[src/rtl/srs_pkg.sv]
package srs_pkg;
  typedef enum logic [1:0] {
    ST_IDLE   = 2'd0,
    ST_SPEC   = 2'd1,
    ST_ABORT  = 2'd2,
    ST_COMMIT = 2'd3
  } srState_t;

  localparam int REASON_W = 3;

  localparam logic [REASON_W-1:0] RSN_NONE     = 3'd0;
  localparam logic [REASON_W-1:0] RSN_EXPLICIT = 3'd1;
  localparam logic [REASON_W-1:0] RSN_CONTEND  = 3'd2;
  localparam logic [REASON_W-1:0] RSN_CAPACITY = 3'd3;
  localparam logic [REASON_W-1:0] RSN_TRAP     = 3'd4;
  localparam logic [REASON_W-1:0] RSN_ILLEGAL  = 3'd5;

  typedef struct packed {
    logic capture;
    logic latchReason;
    logic showAbort;
  } ctlStrobe_t;
endpackage

[src/rtl/srs_cause_enc.sv]
module srs_cause_enc
  import srs_pkg::*;
#(
  parameter bit ABORT_ON_TLB = 1'b0
) (
  input  logic                speculating,
  input  logic                evStart,
  input  logic                evAbort,
  input  logic                evConflict,
  input  logic                evCapacity,
  input  logic                evInterrupt,
  input  logic                evException,
  input  logic                evSyscall,
  input  logic                evDisallowed,
  input  logic                evTlbMiss,
  output logic [REASON_W-1:0] reason
);
  logic trapHit;
  logic illegalHit;

  generate
    if (ABORT_ON_TLB) begin : g_tlbTrap
      assign trapHit = evInterrupt | evException | evTlbMiss;
    end else begin : g_tlbQuiet
      logic tlbIgnored;
      assign tlbIgnored = evTlbMiss & 1'b0;
      assign trapHit = evInterrupt | evException | tlbIgnored;
    end
  endgenerate

  // a nested start counts as an illegal instruction inside a region
  assign illegalHit = evSyscall | evDisallowed | evStart;

  always_comb begin
    reason = RSN_NONE;
    if (speculating) begin
      if (evAbort)         reason = RSN_EXPLICIT;
      else if (evConflict) reason = RSN_CONTEND;
      else if (evCapacity) reason = RSN_CAPACITY;
      else if (trapHit)    reason = RSN_TRAP;
      else if (illegalHit) reason = RSN_ILLEGAL;
    end
  end
endmodule

[src/rtl/srs_control.sv]
module srs_control
  import srs_pkg::*;
(
  input  logic                clk,
  input  logic                rstN,
  input  logic                evStart,
  input  logic                evCommit,
  input  logic                evProtAccess,
  input  logic [REASON_W-1:0] reason,
  output logic                inRegion,
  output logic                trackLine,
  output logic                abortValid,
  output logic                zfClear,
  output logic                discardLines,
  output logic                commitDone,
  output logic                flashClear,
  output ctlStrobe_t          strobe
);
  srState_t state, stateNext;

  always_comb begin
    stateNext = state;
    unique case (state)
      ST_IDLE:   if (evStart) stateNext = ST_SPEC;
      ST_SPEC: begin
        if (reason != RSN_NONE) stateNext = ST_ABORT;
        else if (evCommit)      stateNext = ST_COMMIT;
      end
      ST_ABORT:  stateNext = ST_IDLE;
      ST_COMMIT: stateNext = ST_IDLE;
      default:   stateNext = ST_IDLE;
    endcase
  end

  always_ff @(posedge clk or negedge rstN) begin
    if (!rstN) state <= ST_IDLE;
    else       state <= stateNext;
  end

  assign inRegion     = (state == ST_SPEC);
  assign trackLine    = inRegion & evProtAccess;
  assign abortValid   = (state == ST_ABORT);
  assign zfClear      = abortValid;
  assign discardLines = abortValid;
  assign commitDone   = (state == ST_COMMIT);
  assign flashClear   = commitDone;

  assign strobe.capture     = (state == ST_IDLE) & evStart;
  assign strobe.latchReason = inRegion & (reason != RSN_NONE);
  assign strobe.showAbort   = abortValid;

  // an abort lasts a single cycle and is followed by idle
  p_abort_one_cycle_r3: assert property (@(posedge clk) disable iff (!rstN)
    abortValid |=> (!abortValid && !inRegion));

  // the commit strobe is a one-cycle pulse
  p_commit_pulse_r6: assert property (@(posedge clk) disable iff (!rstN)
    flashClear |=> (!flashClear && !inRegion));

  // a start during an end cycle does not reopen the region
  p_end_ignores_start_r10: assert property (@(posedge clk) disable iff (!rstN)
    (abortValid || commitDone) |=> !inRegion);
endmodule

[src/rtl/srs_datapath.sv]
module srs_datapath
  import srs_pkg::*;
#(
  parameter int IP_W   = 64,
  parameter int LEN_W  = 4,
  parameter int CODE_W = 8
) (
  input  logic                clk,
  input  logic                rstN,
  input  ctlStrobe_t          strobe,
  input  logic [IP_W-1:0]     startIp,
  input  logic [LEN_W-1:0]    startLen,
  input  logic [IP_W-1:0]     startSp,
  input  logic [REASON_W-1:0] reason,
  output logic [IP_W-1:0]     restoreIp,
  output logic [IP_W-1:0]     restoreSp,
  output logic [CODE_W-1:0]   abortCode
);
  localparam int LEN_PAD  = IP_W - LEN_W;
  localparam int CODE_PAD = CODE_W - REASON_W;

  logic [IP_W-1:0]     ckptIp;
  logic [IP_W-1:0]     ckptSp;
  logic [REASON_W-1:0] reasonReg;
  logic [IP_W-1:0]     rollbackIp;

  assign rollbackIp = startIp + {{LEN_PAD{1'b0}}, startLen};

  always_ff @(posedge clk or negedge rstN) begin
    if (!rstN) begin
      ckptIp <= '0;
      ckptSp <= '0;
    end else if (strobe.capture) begin
      ckptIp <= rollbackIp;
      ckptSp <= startSp;
    end
  end

  always_ff @(posedge clk or negedge rstN) begin
    if (!rstN)                   reasonReg <= RSN_NONE;
    else if (strobe.latchReason) reasonReg <= reason;
  end

  assign restoreIp = ckptIp;
  assign restoreSp = ckptSp;
  assign abortCode = strobe.showAbort ? {{CODE_PAD{1'b0}}, reasonReg} : '0;

  // the checkpoint holds while a region stays open
  p_ckpt_hold_r8: assert property (@(posedge clk) disable iff (!rstN)
    (strobe.latchReason || strobe.showAbort) |=> $stable(ckptIp) && $stable(ckptSp));
endmodule

[src/rtl/spec_region_seq.sv]
module spec_region_seq
  import srs_pkg::*;
#(
  parameter int IP_W         = 64,
  parameter int LEN_W        = 4,
  parameter int CODE_W       = 8,
  parameter bit ABORT_ON_TLB = 1'b0
) (
  input  logic              clk,
  input  logic              rstN,
  input  logic              evStart,
  input  logic              evCommit,
  input  logic              evAbort,
  input  logic              evProtAccess,
  input  logic              evConflict,
  input  logic              evCapacity,
  input  logic              evInterrupt,
  input  logic              evException,
  input  logic              evSyscall,
  input  logic              evDisallowed,
  input  logic              evTlbMiss,
  input  logic [IP_W-1:0]   startIp,
  input  logic [LEN_W-1:0]  startLen,
  input  logic [IP_W-1:0]   startSp,
  output logic              inRegion,
  output logic              trackLine,
  output logic              abortValid,
  output logic [IP_W-1:0]   restoreIp,
  output logic [IP_W-1:0]   restoreSp,
  output logic [CODE_W-1:0] abortCode,
  output logic              zfClear,
  output logic              discardLines,
  output logic              commitDone,
  output logic              flashClear
);
  logic [REASON_W-1:0] reason;
  ctlStrobe_t          strobe;

  srs_cause_enc #(.ABORT_ON_TLB(ABORT_ON_TLB)) u_enc (
    .speculating (inRegion),
    .evStart     (evStart),
    .evAbort     (evAbort),
    .evConflict  (evConflict),
    .evCapacity  (evCapacity),
    .evInterrupt (evInterrupt),
    .evException (evException),
    .evSyscall   (evSyscall),
    .evDisallowed(evDisallowed),
    .evTlbMiss   (evTlbMiss),
    .reason      (reason)
  );

  srs_control u_ctl (
    .clk         (clk),
    .rstN        (rstN),
    .evStart     (evStart),
    .evCommit    (evCommit),
    .evProtAccess(evProtAccess),
    .reason      (reason),
    .inRegion    (inRegion),
    .trackLine   (trackLine),
    .abortValid  (abortValid),
    .zfClear     (zfClear),
    .discardLines(discardLines),
    .commitDone  (commitDone),
    .flashClear  (flashClear),
    .strobe      (strobe)
  );

  srs_datapath #(.IP_W(IP_W), .LEN_W(LEN_W), .CODE_W(CODE_W)) u_dp (
    .clk      (clk),
    .rstN     (rstN),
    .strobe   (strobe),
    .startIp  (startIp),
    .startLen (startLen),
    .startSp  (startSp),
    .reason   (reason),
    .restoreIp(restoreIp),
    .restoreSp(restoreSp),
    .abortCode(abortCode)
  );

  // every abort cycle carries a nonzero reason
  p_code_on_abort_r4: assert property (@(posedge clk) disable iff (!rstN)
    abortValid |-> (abortCode != '0));

  // outside the abort cycle the reason output is zero
  p_code_quiet_r4: assert property (@(posedge clk) disable iff (!rstN)
    !abortValid |-> (abortCode == '0));

  // publishing and discarding never coincide
  p_commit_abort_excl_r7: assert property (@(posedge clk) disable iff (!rstN)
    !(flashClear && discardLines));

  // a lone TLB miss keeps the region open
  p_tlb_quiet_r9: assert property (@(posedge clk) disable iff (!rstN)
    (!ABORT_ON_TLB && inRegion && evTlbMiss && !evStart && !evCommit && !evAbort &&
     !evConflict && !evCapacity && !evInterrupt && !evException && !evSyscall &&
     !evDisallowed) |=> inRegion);
endmodule

[config.mk]
export PLATFORM = sky130hd
export DESIGN_NAME = spec_region_seq
export DESIGN_NICKNAME = d
export VERILOG_FILES = /design/src/rtl/srs_pkg.sv /design/src/rtl/srs_cause_enc.sv /design/src/rtl/srs_control.sv /design/src/rtl/srs_datapath.sv /design/src/rtl/spec_region_seq.sv
export SDC_FILE = /design/constraint.sdc
export NUM_CORES = 1
export LEC_CHECK = 0
export ABC_AREA = 1
export CORE_UTILIZATION = 45
export DETAILED_ROUTE_END_ITERATION = 8
export DONT_BUFFER_PORTS = 1
export PLACE_DENSITY = 0.66
export SLEW_MARGIN = 20
export SYNTH_ARGS = -nofsm -noshare
export SYNTH_HDL_FRONTEND = slang
export SYNTH_SLANG_ARGS = --single-unit
[constraint.sdc]
create_clock -name clk -period 1.8 [get_ports clk]
set_clock_uncertainty 0.15 [all_clocks]
set_input_delay 0.09 -clock clk [delete_from_list [all_inputs] [get_ports clk]]
set_output_delay 0.09 -clock clk [all_outputs]
set_load 0.1 [all_outputs]
==> flow_summary_export.csv <==
group,metric,value,unit
run_status,status,"complete, but fails checks",
run_status,violations,"hold timing",
setup_path,max_stage_delay,560,ps
global_routing,grt_max_degree,134,
clock_tree,cts_buffers,17,
synthesis,yosysWarnings,0,
detailed_routing,drc,0,
setup_path,critPathRequiredTime,1990,ps
detailed_routing,wirelength,26200,um
timing,slew_violations,0,
placed_design,portBuffers,0,
setup_path,path_max_fanout,4,
detailed_routing,wl_per_cell,16.5,um
finish,finalInstanceArea,11000,um2
detailed_routing,first_pass_iters,5,
setup_path,cp-end-kind,"flip-flop",
setup_path,worstSetupPathType,"reg -> reg",
synthesis,avgSynthCellArea,6.92,um2
setup_path,cpMostUsedCell,"inv_2",
global_routing,antenna_found_initial,1,
worst_hold_path,holdCritPathClass,"in -> async",
floorplanning,io_pins,288,
clock_tree,clkTransAtPathRegs,60,ps
timing,finalCritPeriodShare,95.0,%
setup_path,startpoint_type,"flip-flop",
placed_design,dpl.hpwl,17800,um
placed_design,dpl_cell_area,8910,um2
setup_path,reg2reg_slack,90,ps
timing,fmax,585,MHz
synthesis,yosysSeqAreaShare,44.8,%
setup_path,regToRegStartpoint,"u_ctl.state[0]$_DFFE_PN0P_",
finish,seq_area,3330,um2
finish,nets,1508,
timing,holdWs,-792,ps
finish,fillers,1327,
timing,min_period,1710,ps
finish,drive_gt1_share,18.8,%
timing,setup_violations,0,
clock_tree,ctsHoldBuffers,139,
global_routing,grt_pass1_wl,39600,um
detailed_routing,antenna_left,0,
clock_tree,cts.path.max_buffers,2,
floorplanning,fp-row-count,46,
global_routing,grt_usage,31.1,%
clock_tree,clock_latency,420,ps
global_routing,grt.overflow.total,0,
synthesis,ys_seq_elements,133,
synthesis,synthDistinctLibCells,34,
global_routing,grt_pass1_vias,7548,
placed_design,gpl.final_weighted_congestion,0.936,
setup_path,reg2reg_depth,7,
clock_tree,cts.sinks,133,
run,max_cap_violations,0,
setup_path,critPathArrivalTime,1900,ps
floorplanning,die_y,131,um
setup_path,critPathSlowestCell,"dlygate4sd3_1",
floorplanning,dieArea,17000,um2
timing,hold_viol_final,135,
setup_path,timing.rr.end,"u_dp.reasonReg[2]$_DFFE_PN0P_",
finish,multi_input_area,3770,um2
detailed_routing,dr.first_iter.drc_count,615,
clock_tree,cts_tree,"built",
setup_path,crit_chain,"inv_2 > nor2_4 > nand3_1 > inv_2 > nand2_1 > dlygate4sd3_1 > o21ai_1",
floorplanning,start_util,46.5,%
timing,rsz0062_at_grt,"false",
synthesis,synth_top_area_share,44.8,%
clock_tree,cts-htree-levels,4,
finish,syn_to_final_growth,47.5,%
synthesis,synthTopCellsByArea,"dfrtp_1 (45%), nand2_1 (27%), nor2_1 (6.2%)",
synthesis,synth_area,7430,um2
detailed_routing,vias_per_cell,5.00,
detailed_routing,vias,7931,
clock_tree,root_buffer,"clkbuf_16",
floorplanning,die_w,131,um
synthesis,synth_largest_area_cell,"dfrtp_1",
floorplanning,core-area,16000,um2
synthesis,syn_inst,1074,
## metal layers
layer	vias up	global-route usage, %	part of all wire (%)
li1	3849	-	-
met1	3605	38.3	40
met2	399	51.4	47
met3	78	7.86	8.7
met4	0	14.3	3.9
met5	-	0	0
## flip-flops by register name, summed over array words and instances, names as in the netlist
signal	flops
u_dp.restoreIp	64
u_dp.restoreSp	64
u_dp.reasonReg	3
u_ctl.state	2
## cells in the final DEF, fill, tap and decap left out, drive strengths merged
| master | instances |
|---|---|
| a21oi | 1 |
| a31oi | 1 |
| and2 | 2 |
| buf | 160 |
| bufinv | 4 |
| clkbuf | 18 |
| clkinv | 5 |
| clkinvlp | 1 |
| conb | 5 |
| dfrtp | 133 |
| diode | 1 |
| dlygate4sd3 | 137 |
| fa | 1 |
| ha | 4 |
| inv | 73 |
| nand2 | 553 |
| nand3 | 33 |
| nand3b | 8 |
| nand4 | 15 |
| nor2 | 142 |
| nor3 | 2 |
| nor3b | 1 |
| o21ai | 32 |
| o21bai | 3 |
| or2 | 2 |
| xnor2 | 20 |
| xor2 | 14 |
## worst max path at each step
stage	slack, ps	cells past startpoint	to	from
6_report	90	7	u_dp.reasonReg[2]$_DFFE_PN0P_	u_ctl.state[0]$_DFFE_PN0P_
5_1_grt	20	7	u_dp.reasonReg[2]$_DFFE_PN0P_	u_ctl.state[0]$_DFFE_PN0P_
4_1_cts	20	6	u_dp.reasonReg[2]$_DFFE_PN0P_	evConflict
3_5_place_dp	-240	13	u_dp.restoreIp[58]$_DFFE_PN0P_	startIp[0]
3_3_place_gp	-220	13	u_dp.restoreIp[58]$_DFFE_PN0P_	startIp[0]
2_1_floorplan	-100	4	abortCode[0]	u_ctl.state[1]$_DFFE_PN0P_
## layout make-up
class	instances	area share (%)
Sequential cell	133	30.4
Timing Repair Buffer	297	24.6
Clock inverter	13	1.79
Multi-Input combinational cell	839	34.3
Tap cell	216	2.46
Inverter	70	2.43
Antenna cell	1	0.0228
Clock buffer	18	4.00
## worst max-delay path, delay by kind of cell, from the launching register on
kind,cells,cell delay (ps)
AOI/OAI and AO/OA,1,90
DFF,1,430
buffers and inverters,3,690
and+or+nand+nor,3,270
## logic make-up after synthesis
family	synth area share, %
other cells	0.0504
simple gates	41.7
compound gates	2.66
buf+inv	5.91
flops	44.8
fa+ha+maj	0.942
xor+xnor	4.01
## Yosys cell counts
master / number
conb_1: 1
nand4_1: 15
inv_2: 6
buf_4: 8
o21ai_1: 13
o21ai_0: 18
nand3b_1: 8
nor2_1: 122
nor3b_1: 1
dfrtp_1: 133
buf_2: 9
fa_1: 1
nor2_2: 14
nor2_4: 6
or2_1: 1
nand2_1: 540
xnor2_1: 20
xor2_1: 14
clkbuf_1: 16
nor3_2: 1
nand3_1: 32
nand3_2: 1
nand2_4: 1
inv_1: 64
o21ai_2: 1
nand2_2: 12
a21oi_1: 1
nor3_1: 1
and2_1: 2
ha_1: 4
o21bai_1: 3
buf_1: 3
a31oi_1: 1
or2_2: 1
## what timing repair did
item,CTS,global route
endpoints found under the hold margin,266,133
endpoints found under the setup margin,0,13
resized for setup,0,15
buffers inserted,0,2
## through the flow
step	worst slack [ps]	util, %	cells	setup TNS (ps)
after floorplan	-101	-	1078	-524
after global placement	-225	55.7	1416	-3400
after detailed placement	-241	55.7	1416	-3730
after CTS	20.7	68.4	1586	0
after global routing	17.7	68.5	1587	0
final	90.6	68.5	1587	0
Power is left out: the tool's default activity adds up to more than one toggle a clock period on the data nets, which glitch-free logic cannot reach.
